==> src/rtl/wdt_keyed.sv <==
module wdt_keyed #(
  parameter logic [15:0] ADDR_CSR = 16'hFFA8,
  parameter logic [15:0] ADDR_CNT = 16'hFFA9,
  parameter logic [7:0]  KEY_CNT  = 8'h5A,
  parameter logic [7:0]  KEY_CSR  = 8'hA5
) (
  input  logic        clk,
  input  logic        rst_n,
  input  logic [15:0] addr,
  input  logic [15:0] wdata,
  input  logic        word,
  input  logic        wr,
  input  logic        rd,
  input  logic        tick,
  output logic [7:0]  rdata,
  output logic        irq,
  output logic        rst_req
);

  logic [7:0] cnt;
  logic       ovf, ren, ten, rsrc, req;
  logic [7:0] csr;

  wire hit    = wr && word && (addr == ADDR_CSR);
  wire ld_cnt = hit && (wdata[15:8] == KEY_CNT);
  wire ld_csr = hit && (wdata[15:8] == KEY_CSR);
  wire step   = tick && ten && !ld_cnt;
  wire wrap   = step && (cnt == 8'hFF);
  wire kill   = wrap && ren;

  assign csr     = {ovf, ren, ten, 1'b0, rsrc, 3'b000};
  assign irq     = ovf;
  assign rst_req = req;
  assign rdata   = !rd ? 8'h00 :
                   (addr == ADDR_CSR) ? csr :
                   (addr == ADDR_CNT) ? cnt : 8'h00;

  always_ff @(posedge clk or negedge rst_n) begin
    if (!rst_n) begin
      cnt  <= 8'h00;
      ovf  <= 1'b0;
      ren  <= 1'b0;
      ten  <= 1'b0;
      rsrc <= 1'b1;
      req  <= 1'b0;
    end else begin
      req <= kill;
      if (kill) begin
        cnt  <= 8'h00;
        ovf  <= 1'b0;
        ren  <= 1'b0;
        ten  <= 1'b0;
        rsrc <= 1'b0;
      end else begin
        if (ld_cnt)    cnt <= wdata[7:0];
        else if (step) cnt <= cnt + 8'h01;
        if (ld_csr) begin
          ren <= wdata[6];
          ten <= wdata[5];
        end
        if (wrap)        ovf <= 1'b1;
        else if (ld_csr) ovf <= ovf & wdata[7];
      end
    end
  end

  assert_byte_write_ignored_R1: assert property (@(posedge clk) disable iff (!rst_n)
    (wr && !word && !tick) |=> ($stable(cnt) && $stable(csr)));

  assert_cnt_load_R2: assert property (@(posedge clk) disable iff (!rst_n)
    (wr && word && addr == ADDR_CSR && wdata[15:8] == KEY_CNT) |=> (cnt == $past(wdata[7:0])));

  assert_bad_key_R4: assert property (@(posedge clk) disable iff (!rst_n)
    (wr && word && !tick && wdata[15:8] != KEY_CNT && wdata[15:8] != KEY_CSR)
      |=> ($stable(cnt) && $stable(csr)));

  assert_rsrc_readonly_R6: assert property (@(posedge clk) disable iff (!rst_n)
    (rsrc != $past(rsrc)) |-> (rst_req && !rsrc));

  assert_no_req_when_disabled_R8: assert property (@(posedge clk) disable iff (!rst_n)
    rst_req |-> ($past(ren) && $past(cnt) == 8'hFF));

  assert_req_pulse_R9: assert property (@(posedge clk) disable iff (!rst_n)
    rst_req |=> !rst_req);

endmodule

==> config.mk <==
export PLATFORM = sky130hd
export DESIGN_NAME = wdt_keyed
export DESIGN_NICKNAME = d
export VERILOG_FILES = /design/src/rtl/wdt_keyed.sv
export SDC_FILE = /design/constraint.sdc
export NUM_CORES = 1
export LEC_CHECK = 0
export BUFFER_PORTS_ARGS = -buffer_cell sky130_fd_sc_hd__buf_2
export CAP_MARGIN = 30
export CORE_MARGIN = 2
export CORE_UTILIZATION = 46
export DETAILED_ROUTE_END_ITERATION = 10
export PLACE_DENSITY = 0.79
export RECOVER_POWER = 25
export SLEW_MARGIN = 20
export SYNTH_ARGS = -nofsm -noshare
export SYNTH_HDL_FRONTEND = slang
export SYNTH_SLANG_ARGS = --single-unit
==> constraint.sdc <==
create_clock -name clk -period 1.6 [get_ports clk]
set_input_delay 0.16 -clock clk [delete_from_list [all_inputs] [get_ports clk]]
set_output_delay 0.16 -clock clk [all_outputs]
set_load 0.05 [all_outputs]
==> results.rst <==
.. list-table::
   :header-rows: 1

   * - Metric
     - Value
   * - Status
     - complete, no violations
   * - Multi-input logic area
     - about 740 sq um
   * - Fin crit period
     - between 1.5 and 2 ns
   * - Static leakage power
     - roughly 0.00072 uW
   * - Total placed cells including tap cells
     - around 190
   * - RD Place Congestion
     - roughly 0.9
   * - Max_slew headroom
     - ~54%
   * - I/O pins
     - between 40 and 50
   * - CTS tree
     - done
   * - Grt ovf
     - 0
   * - Number of nets with antenna violations after detailed routing
     - 0
   * - TritonCTS Buffers
     - 3
   * - Highest fanout seen on the critical path
     - 4
   * - Global-route wire length before repair
     - between 4 and 5 mm
   * - Number of antenna violations at the first check in global routing
     - 0
   * - Slew @ Worst Pin
     - between 0.6 and 0.7 ns
   * - Register bit total from synthesis
     - 13
   * - Number of fill cells
     - between 100 and 150
   * - Share of the synthesized area in the top cell type
     - between 20% and 30%
   * - Initial detailed-routing violation count
     - 19
   * - Number of optimization iterations in the first detailed-route pass
     - 4
   * - Sequential share of the synthesized area
     - between 30% and 40%
   * - Detailed Route WL
     - between 2 and 3 mm
   * - Critical Path Start Type
     - input port
   * - Number of vias per cell
     - 5.752
   * - Share of layout cells above drive strength 1
     - 52.57%
   * - Number of global-route vias before repair
     - 1173
   * - Worst Path Class, Setup
     - input port to output port
   * - Cell taking the most area after synthesis
     - sky130_fd_sc_hd__dfrtp_1
   * - Area contributors post-synth
     - sky130_fd_sc_hd__dfrtp_1 30%, sky130_fd_sc_hd__a21oi_2 6.1%, sky130_fd_sc_hd__nand3_1 5.9%, sky130_fd_sc_hd__nor4bb_1 5.9%, sky130_fd_sc_hd__mux2i_1 5.0%
   * - HPWL Detailed
     - 2.219 mm
   * - Netlist cell types
     - 35
   * - Die extent in y
     - a little over 50 um
   * - Clock latency on the worst-skew pair
     - approximately 0.27 ns
   * - Count of vias placed by the detailed router
     - between 1000 and 1500
   * - RSZ-0062 raised after global routing
     - yes
   * - Worst Hold Launch
     - wdata[2]
   * - Number of port buffers
     - 47
   * - Critical Path RT
     - about 1.4 ns
   * - Post-synth EDFFs
     - 0
   * - All-layer global routing usage
     - between 20% and 30%
   * - Final non-filler cell area
     - between 1500 and 2000 sq um
   * - Sequential cell area
     - 326.6 sq um
   * - Fraction of registers with async set or reset after synthesis
     - 100.0%
   * - Most common flop cell mapped by yosys
     - sky130_fd_sc_hd__dfrtp_1
   * - Clock slew at the register clock pins of the worst setup and hold paths
     - about 0.080 ns
   * - Clock buffer depth
     - 2
   * - Critical Path Source
     - addr[1]
   * - Highest clock rate
     - 625.7 MHz
   * - Critical path arrival
     - between 1 and 1.5 ns
   * - Path category of the worst min-delay check
     - input port to register
   * - Starting Density
     - between 50% and 60%
   * - Post-Synthesis Net Count
     - around 150
   * - Non-filler instance count after layout
     - between 200 and 250
   * - Final count of hold timing violations
     - 0
   * - DP Area
     - roughly 1400 sq um
   * - Worst slack on hold paths
     - approximately 0.10 ns
   * - X dimension of the die
     - 50.88 um
   * - Total setup violations reported at the end of the flow
     - 0
   * - Clock Tree Root
     - sky130_fd_sc_hd__clkbuf_4
   * - Pin count of the biggest net entering global routing
     - 14
   * - Reg2reg start
     - cnt[0]
   * - Site row count
     - 16
   * - DR WL/cell
     - 14.37 um
   * - Final-stage net count
     - around 220
   * - Total inserted antenna cells
     - 0
   * - Area enclosed by the die boundary
     - between 2000 and 3000 sq um
   * - DRC
     - 0
   * - Maximum vdd drop
     - between 0.3 and 0.4 mV
   * - Number of clock sinks
     - 13
   * - Number of levels in the clock H-tree
     - 1
   * - Cell types with the highest counts after synthesis
     - 12 x sky130_fd_sc_hd__dfrtp_1, 12 x sky130_fd_sc_hd__nand3_1, 7 x sky130_fd_sc_hd__a21oi_2, 7 x sky130_fd_sc_hd__nand4_1, 6 x sky130_fd_sc_hd__nor4bb_1
   * - Syn Area/Cell
     - ~9.3 sq um
   * - Slew Viols, Final
     - 0
   * - Worst Setup End Kind
     - output port
   * - Std-Cell Core Area
     - about 2000 sq um
   * - Worst-case clock skew
     - between 0.005 and 0.006 ns
   * - Part of the cycle the worst path needs
     - between 90% and 100%
   * - Number of max-cap violations
     - 0
   * - Synthesized instance count
     - approximately 110
   * - P&R area growth vs syn
     - 58.29%
   * - Syn. warnings
     - 0
   * - Cell area after synthesis
     - 1011 sq um
   * - Accumulated negative setup slack
     - 0 ns
   * - Pwr/cell area
     - just under 400 nW/um^2
   * - Final core area utilization
     - about four fifths
## layout make-up
| class | count | area share, % |
|---|---|---|
| inverters | 1 | 0.2346 |
| multi-input cells | 91 | 46.44 |
| clock buffers | 4 | 1.642 |
| flip-flops and latches | 13 | 20.41 |
| repair buffers | 66 | 29.16 |
| well taps | 27 | 2.111 |
## layout by cell type, fill, tap and decap left out, types with 3 or more instances in the layout
cell                       instances
sky130_fd_sc_hd__buf_2            35
sky130_fd_sc_hd__buf_4            17
sky130_fd_sc_hd__nand3_1          12
sky130_fd_sc_hd__dfrtp_1          12
sky130_fd_sc_hd__buf_6             8
sky130_fd_sc_hd__nand4_1           7
sky130_fd_sc_hd__a21oi_2           7
sky130_fd_sc_hd__nor4bb_1          6
sky130_fd_sc_hd__nand2_1           5
sky130_fd_sc_hd__mux2i_1           5
sky130_fd_sc_hd__o21ai_1           5
sky130_fd_sc_hd__and3_4            4
sky130_fd_sc_hd__nor2_4            4
sky130_fd_sc_hd__buf_8             4
sky130_fd_sc_hd__nor3_1            3
sky130_fd_sc_hd__o22ai_1           3
sky130_fd_sc_hd__mux2_1            3
sky130_fd_sc_hd__clkbuf_4          3
## flip-flops by register name, indices dropped and copies added, names as in the netlist
name / count
cnt: 8
rst_req: 1
ren: 1
irq: 1
ten: 1
rsrc: 1
## critical path: stages
cell                     delay, ns
sky130_fd_sc_hd__buf_6        0.09
sky130_fd_sc_hd__or3b_4       0.40
sky130_fd_sc_hd__nor4_4       0.23
sky130_fd_sc_hd__and2_4       0.22
sky130_fd_sc_hd__and3_4       0.19
sky130_fd_sc_hd__buf_8        0.14
## power by group
group	internal, uW	switching [uW]	leakage, uW	total [uW]
clock	96.4	99.7	0.0000150	196
sequential	328	0.000443	0.000178	328
combinational	57.3	44.1	0.000527	101
## metrics by stage
| step | total power (uW) | setup WS, ns |
|---|---|---|
| finish | 625.9 | 0.001690 |
| global placement | 420.0 | -0.1677 |
| detailed placement | 424.2 | -0.2255 |
| CTS | 625.2 | 0.003968 |
| floorplan | 359.8 | -0.06533 |
| global route | 651.7 | -0.04612 |
## path summary, 6_finish.rpt
kind | depth (start not counted) | to | slack, ns
worst max register to register | 6 | cnt[7] | 0.11
worst max-delay path | 6 | rdata[2] | 0.002
max in group asynchronous | 2 | cnt[7] | 0.73
worst min register to register | 1 | rsrc | 0.50
min in group asynchronous | 2 | cnt[4] | 0.43
worst min-delay path | 2 | cnt[2] | 0.10
## layer usage
layer | vias to the layer above | wire length, um | global-route usage (%)
met3 | 8 | 134 | 0.8772
met1 | 532 | 1076 | 26.78
met2 | 55 | 1608 | 43.42
met4 | 0 | 82 | 12.61
met5 | - | 0 | 0
li1 | 567 | - | -
## kinds of logic after synthesis
logic type      share of synthesized area [%]
simple gates                            36.63
compound gates                          14.23
flops                                   32.30
mux                                     9.406
buf+inv                                 2.722
xor+xnor                                3.466
fa+ha+maj                               1.237
## repair_timing
action | in CTS | in global routing
cloned | 0 | 0
setup buffers | 3 | 0
pin swaps | 1 | 2
hold endpoints to repair | 12 | 0
hold buffers | 1 | 0
endpoints found under the setup margin | 17 | 16
resized for setup | 16 | 16
(Power assumes the default switching activity.)
